File: config.mk
export PLATFORM = sky130hd
export DESIGN_NAME = alu4f_top
export DESIGN_NICKNAME = d
export VERILOG_FILES = /design/src/rtl/alu4f_pkg.sv /design/src/rtl/alu_op_decode.sv /design/src/rtl/alu_bit_slice.sv /design/src/rtl/alu_slice_chain.sv /design/src/rtl/alu_out_stage.sv /design/src/rtl/alu4f_top.sv
export SDC_FILE = /design/constraint.sdc
export NUM_CORES = 1
export LEC_CHECK = 0
export ABC_CLOCK_PERIOD_IN_PS = 16800
export BUFFER_PORTS_ARGS = -buffer_cell sky130_fd_sc_hd__clkbuf_2
export CAP_MARGIN = 10
export CORE_MARGIN = 1.5
export CORE_UTILIZATION = 45
export CTS_CLUSTER_SIZE = 12
export DETAILED_ROUTE_END_ITERATION = 6
export GPL_TIMING_DRIVEN = 0
export MAX_ROUTING_LAYER = met4
export PLACE_DENSITY = 0.74
export SYNTH_ARGS = -nofsm -noshare
export SYNTH_HDL_FRONTEND = slang
export SYNTH_SLANG_ARGS = --single-unit
File: constraint.sdc
create_clock -name clk -period 16.8 [get_ports clk]
set_input_delay 3.36 -clock clk [delete_from_list [all_inputs] [get_ports clk]]
set_output_delay 3.36 -clock clk [all_outputs]
set_load 0.05 [all_outputs]
File: src/rtl/alu4f_pkg.sv
package alu4f_pkg;

    localparam int unsigned OPC_W = 3;

    typedef enum logic [OPC_W-1:0] {
        OPC_AND = 3'b000,
        OPC_OR  = 3'b001,
        OPC_ADD = 3'b010,
        OPC_SUB = 3'b110
    } alu_opc_e;

    typedef struct packed {
        logic legal;
        logic arith;
    } op_ctrl_t;

    typedef struct packed {
        logic res;
        logic cout;
    } slice_out_t;

    function automatic logic opc_is_legal(input logic [OPC_W-1:0] code);
        case (code)
            OPC_AND, OPC_OR, OPC_ADD, OPC_SUB: return 1'b1;
            default:                           return 1'b0;
        endcase
    endfunction

    function automatic logic maj3(input logic x, input logic y, input logic z);
        return (x & y) | (x & z) | (y & z);
    endfunction

endpackage

File: src/rtl/alu_op_decode.sv
module alu_op_decode
    import alu4f_pkg::*;
(
    input  logic [OPC_W-1:0] opcode,
    output op_ctrl_t         ctrl
);
    always_comb begin
        ctrl.legal = opc_is_legal(opcode);
        ctrl.arith = ctrl.legal & opcode[1];
    end
endmodule

File: src/rtl/alu_bit_slice.sv
module alu_bit_slice
    import alu4f_pkg::*;
(
    input  logic             a,
    input  logic             b,
    input  logic             cin,
    input  logic [OPC_W-1:0] op,
    output slice_out_t       q
);
    logic b_eff;
    logic and_v;
    logic or_v;
    logic sum_v;

    // 2:1 selector: true or complemented B
    assign b_eff = op[OPC_W-1] ? ~b : b;
    assign and_v = a & b_eff;
    assign or_v  = a | b_eff;
    assign sum_v = a ^ b_eff ^ cin;

    always_comb begin
        q.cout = maj3(a, b_eff, cin);
        case (op[1:0])
            2'b00:   q.res = and_v;
            2'b01:   q.res = or_v;
            2'b10:   q.res = sum_v;
            default: q.res = 1'b0;
        endcase
    end
endmodule

File: src/rtl/alu_slice_chain.sv
module alu_slice_chain
    import alu4f_pkg::*;
#(
    parameter int unsigned WIDTH = 32
) (
    input  logic [WIDTH-1:0] a,
    input  logic [WIDTH-1:0] b,
    input  logic [OPC_W-1:0] op,
    output logic [WIDTH-1:0] res,
    output logic             cout
);
    logic [WIDTH:0] carry;

    // top code bit doubles as the carry into slice 0
    assign carry[0] = op[OPC_W-1];

    for (genvar i = 0; i < WIDTH; i++) begin : g_slice
        slice_out_t so;
        alu_bit_slice u_slice (
            .a   (a[i]),
            .b   (b[i]),
            .cin (carry[i]),
            .op  (op),
            .q   (so)
        );
        assign res[i]     = so.res;
        assign carry[i+1] = so.cout;
    end

    assign cout = carry[WIDTH];
endmodule

File: src/rtl/alu_out_stage.sv
module alu_out_stage #(
    parameter int unsigned WIDTH   = 32,
    parameter bit          REG_OUT = 1'b1
) (
    input  logic             clk,
    input  logic             rst,
    input  logic [WIDTH-1:0] res_d,
    input  logic             cout_d,
    input  logic             ill_d,
    output logic [WIDTH-1:0] res_q,
    output logic             cout_q,
    output logic             ill_q
);
    if (REG_OUT) begin : g_reg
        always_ff @(posedge clk) begin
            if (rst) begin
                res_q  <= '0;
                cout_q <= 1'b0;
                ill_q  <= 1'b0;
            end else begin
                res_q  <= res_d;
                cout_q <= cout_d;
                ill_q  <= ill_d;
            end
        end
    end else begin : g_comb
        logic unused_ok;
        assign unused_ok = clk ^ rst;
        assign res_q  = res_d;
        assign cout_q = cout_d;
        assign ill_q  = ill_d;
    end
endmodule

File: src/rtl/alu4f_top.sv
module alu4f_top
    import alu4f_pkg::*;
#(
    parameter int unsigned WIDTH   = 32,
    parameter bit          REG_OUT = 1'b1
) (
    input  logic             clk,
    input  logic             rst,
    input  logic [31:0]      op_a,
    input  logic [31:0]      op_b,
    input  logic [2:0]       opcode,
    output logic [31:0]      result,
    output logic             carry_out,
    output logic             illegal_op
);
    localparam int unsigned SUM_W = WIDTH + 1;

    op_ctrl_t         ctrl;
    logic [WIDTH-1:0] chain_res;
    logic             chain_cout;
    logic [WIDTH-1:0] res_next;
    logic             cout_next;
    logic             ill_next;

    alu_op_decode u_dec (
        .opcode (opcode),
        .ctrl   (ctrl)
    );

    alu_slice_chain #(.WIDTH(WIDTH)) u_chain (
        .a    (op_a),
        .b    (op_b),
        .op   (opcode),
        .res  (chain_res),
        .cout (chain_cout)
    );

    assign res_next  = ctrl.legal ? chain_res : '0;
    assign cout_next = ctrl.arith & chain_cout;
    assign ill_next  = ~ctrl.legal;

    alu_out_stage #(.WIDTH(WIDTH), .REG_OUT(REG_OUT)) u_out (
        .clk    (clk),
        .rst    (rst),
        .res_d  (res_next),
        .cout_d (cout_next),
        .ill_d  (ill_next),
        .res_q  (result),
        .cout_q (carry_out),
        .ill_q  (illegal_op)
    );


    and_bitwise_chk: assert property (@(posedge clk) disable iff (rst)
        opcode == OPC_AND |-> chain_res == (op_a & op_b));


    add_chain_chk: assert property (@(posedge clk) disable iff (rst)
        opcode == OPC_ADD |->
        {chain_cout, chain_res} == ({1'b0, op_a} + {1'b0, op_b}));


    sub_chain_chk: assert property (@(posedge clk) disable iff (rst)
        opcode == OPC_SUB |->
        {chain_cout, chain_res} == ({1'b0, op_a} + {1'b0, ~op_b} + SUM_W'(1)));

    if (REG_OUT) begin : g_reg_chk
        logic armed;
        always_ff @(posedge clk) begin
            if (rst) armed <= 1'b0;
            else     armed <= 1'b1;
        end


        logic_cout_zero_chk: assert property (@(posedge clk) disable iff (rst)
            armed && ($past(opcode) == OPC_AND || $past(opcode) == OPC_OR)
            |-> !carry_out);


        illegal_zero_chk: assert property (@(posedge clk) disable iff (rst)
            armed && !opc_is_legal($past(opcode))
            |-> result == '0 && !carry_out && illegal_op);


        reset_clear_chk: assert property (@(posedge clk)
            $past(rst) && armed == 1'b0 && $past(armed) == 1'b1
            |-> result == '0 && !carry_out && !illegal_op);
    end
endmodule

==> metrics.log <==
INFO  metric status = completed
INFO  metric nFillCells = 705
INFO  metric dp_hpwl = 5800 µm
INFO  metric yosys.area_share.simple = 0.0676
INFO  metric first_pass_iters = 4
INFO  metric placed_area = 4160 µm²
INFO  metric clock_sinks = 34
INFO  metric finalMaxSlewViolations = 0
INFO  metric globalplace.congestion = 0.797
INFO  metric multi_input_area = 2510 µm²
INFO  metric overflow = 0
INFO  metric first_pass_grt_wire_length = 12400 µm
INFO  metric cts_tree = yes
INFO  metric layout.nets = 617
INFO  metric clk_transition_reported_paths = 70 ps
INFO  metric cts_root_buf = sky130_fd_sc_hd__clkbuf_8
INFO  metric post-route-drc-count = 0
INFO  metric cts_buffer_depth = 2
INFO  metric max_freq = 0.0614 GHz
INFO  metric crit_family = adder cells
INFO  metric crit_path_frequent_cell = sky130_fd_sc_hd__fa_1
INFO  metric floorplan.die.height = 91.7 µm
INFO  metric setup_violations = 0
INFO  metric timing.slew.headroom = 0.592
INFO  metric ys_seq_area_frac = 0.192
INFO  metric largest_family_of_logic_cells_by_synthesized_area = adder cells
INFO  metric detail-route-antenna-nets = 0
INFO  metric number_of_violations_reported_at_the_end_of_detailed_routing_iteration_0 = 51
INFO  metric yosys_warnings = 0
INFO  metric critPathRequiredTime = 16980 ps
INFO  metric core_rows = 32
INFO  metric die_w = 91.7 µm
INFO  metric powerDensity = 64.9 nW/µm²
INFO  metric vias_after_detailed_routing = 2590
INFO  metric min_period = 16280 ps
INFO  metric holdCritPathClass = in2reg
INFO  metric synth_mux_area_frac = 0.0937
INFO  metric finish.instance_area = 4310 µm²
INFO  metric startpoint_type_of_the_worst_setup_path = input pin
INFO  metric synth.net_count = 511
INFO  metric worst-setup-path-type = in2reg
INFO  metric number_of_global_route_vias_before_repair = 2755
INFO  metric ys_seq_elements = 34
INFO  metric die-area = 8400 µm²
INFO  metric postSynthCellCount = 347
INFO  metric power.leakage = 0.00236 µW
INFO  metric setup_tns = 0 ps
INFO  metric grtUsageTotal = 0.193
INFO  metric rsz0062_at_grt = false
INFO  metric cap_violations = 0
INFO  metric synth.area.top_cells = sky130_fd_sc_hd__ha_1 23%, sky130_fd_sc_hd__dfxtp_1 19%, sky130_fd_sc_hd__fa_1 18%
INFO  metric synth.avg_cell_area = 10.2 µm²
INFO  metric synth_top_area_frac = 0.226
INFO  metric start_util = 0.460
INFO  metric initial_antenna_violation_count = 0
INFO  metric routed_wirelength = 7390 µm
INFO  metric drive_above_1_share = 0.346
INFO  metric detail_route.wl_per_cell = 13.3 µm
INFO  metric worst_ep_arrival = 16460 ps
INFO  metric period_share = 0.969
INFO  metric seqCellArea = 681 µm²
INFO  metric viasPerCell = 4.66
INFO  metric synth.cell_area = 3540 µm²
INFO  metric post_synth_xor_area_fraction = 0.0817
INFO  metric flow.area_growth_from_synthesis = 21.8%
INFO  metric timing_hold_violations_final = 0
INFO  metric synth_adder_area_share = 0.402
INFO  metric combined_buffer_and_inverter_count_along_the_critical_path = 2
INFO  metric grt_max_degree = 11
INFO  metric worst_margin_slew = 612 ps
INFO  metric cp-end-kind = register
INFO  metric cts_buffers = 5
INFO  metric io_buffer_count = 99
INFO  metric irDropWorstVdd = 0.0330 mV
INFO  metric ctsHtreeMaxLevel = 2
INFO  metric cp_slowest_stage_delay = 440 ps
INFO  metric worstPathMaxFanout = 10
INFO  metric hold_buffers = 0
INFO  metric post-synth-top-area-cell = sky130_fd_sc_hd__ha_1
INFO  metric highest_delay_cell_along_the_critical_path = sky130_fd_sc_hd__fa_1
INFO  metric ioPinCount = 103
INFO  metric synth-compound-area-share = 0.0591
INFO  metric insertedDiodeCount = 0
INFO  metric yosys.cell_types.count = 21
INFO  metric coreArea = 7690 µm²
-- per-layer routing --
metal / up-vias / track usage / share of wire
met5: - / - / 0
met1: 1231 / 0.229 / 0.44
met4: 0 / 0.0482 / 0.014
met2: 72 / 0.343 / 0.51
li1: 1277 / - / -
met3: 10 / 0.0290 / 0.039
-- what timing repair did --
item                       CTS  global route
resized for setup            2            11
setup endpoints to repair    1             3
buffers inserted             0             0
-- cell usage in the layout (no fill, tap or decap), types with 9 or more instances in the layout --
cell type	n
sky130_fd_sc_hd__fa_1	22
sky130_fd_sc_hd__o22ai_1	31
sky130_fd_sc_hd__ha_1	64
sky130_fd_sc_hd__clkbuf_2	99
sky130_fd_sc_hd__inv_1	41
sky130_fd_sc_hd__fa_2	9
sky130_fd_sc_hd__and2_1	31
sky130_fd_sc_hd__dfxtp_1	34
sky130_fd_sc_hd__xor2_1	32
sky130_fd_sc_hd__inv_2	23
sky130_fd_sc_hd__mux2i_1	32
-- stage by stage --
stage | std cells | power, µW | hold WS [ps] | util | setup slack [ps]
2_1_floorplan | 347 | 175 | 3430 | - | 549
3_3_place_gp | 548 | 202 | 3550 | 0.541 | -168
3_5_place_dp | 548 | 209 | 3560 | 0.541 | -308
4_1_cts | 556 | 283 | 3250 | 0.556 | 1.09
5_1_grt | 556 | 302 | 3270 | 0.560 | 29.4
6_report | 556 | 279 | 3270 | 0.560 | 516
-- synth_stat cells (all sizes together) --
| library cell | count |
|---|---|
| o22ai | 31 |
| buf | 15 |
| mux2 | 1 |
| o21a | 1 |
| xnor2 | 1 |
| and2 | 31 |
| fa | 31 |
| and2b | 1 |
| clkbuf | 3 |
| xor2 | 32 |
| nor2 | 3 |
| ha | 64 |
| nor4bb | 1 |
| a211oi | 1 |
| inv | 64 |
| nand2b | 1 |
| dfxtp | 34 |
| mux2i | 32 |
-- flip-flops by register name, indices dropped and copies added, names as in the netlist --
| register | cells |
|---|---|
| u_out.cout_q | 1 |
| u_out.res_q | 32 |
| u_out.ill_q | 1 |
-- power breakdown --
group / internal, µW / total [µW] / switching (µW) / leakage (µW)
logic: 49.3 / 120 / 71.1 / 0.00202
registers: 85.5 / 86.9 / 1.34 / 0.000278
clock network: 41.4 / 72.2 / 30.7 / 0.0000575
-- layout make-up --
type | count | area share
Buffer | 18 | 0.0328
Clock buffer | 8 | 0.0256
Inverter | 64 | 0.0558
Multi-Input combinational cell | 231 | 0.583
Sequential cell | 34 | 0.158
Tap cell | 102 | 0.0296
Timing Repair Buffer | 99 | 0.115
-- cell families (layout without fill, tap and decap cells) --
group | count (synthesis) | in the layout
muxes | 33 | 33
and+or+nand+nor | 37 | 37
DFF | 34 | 34
xor gates and xnor gates | 33 | 33
buffers and inverters | 82 | 189
adders and majority gates | 95 | 95
AOI/OAI and AO/OA | 33 | 33
-- final timing paths --
path                  startpoint         endpoint  slack [ps]  cells after the start
worst max-delay path   opcode[2]  u_out.res_q[31]         520                     37
worst min-delay path         rst      u_out.ill_q        3270                      2
(Power assumes the default switching activity.)
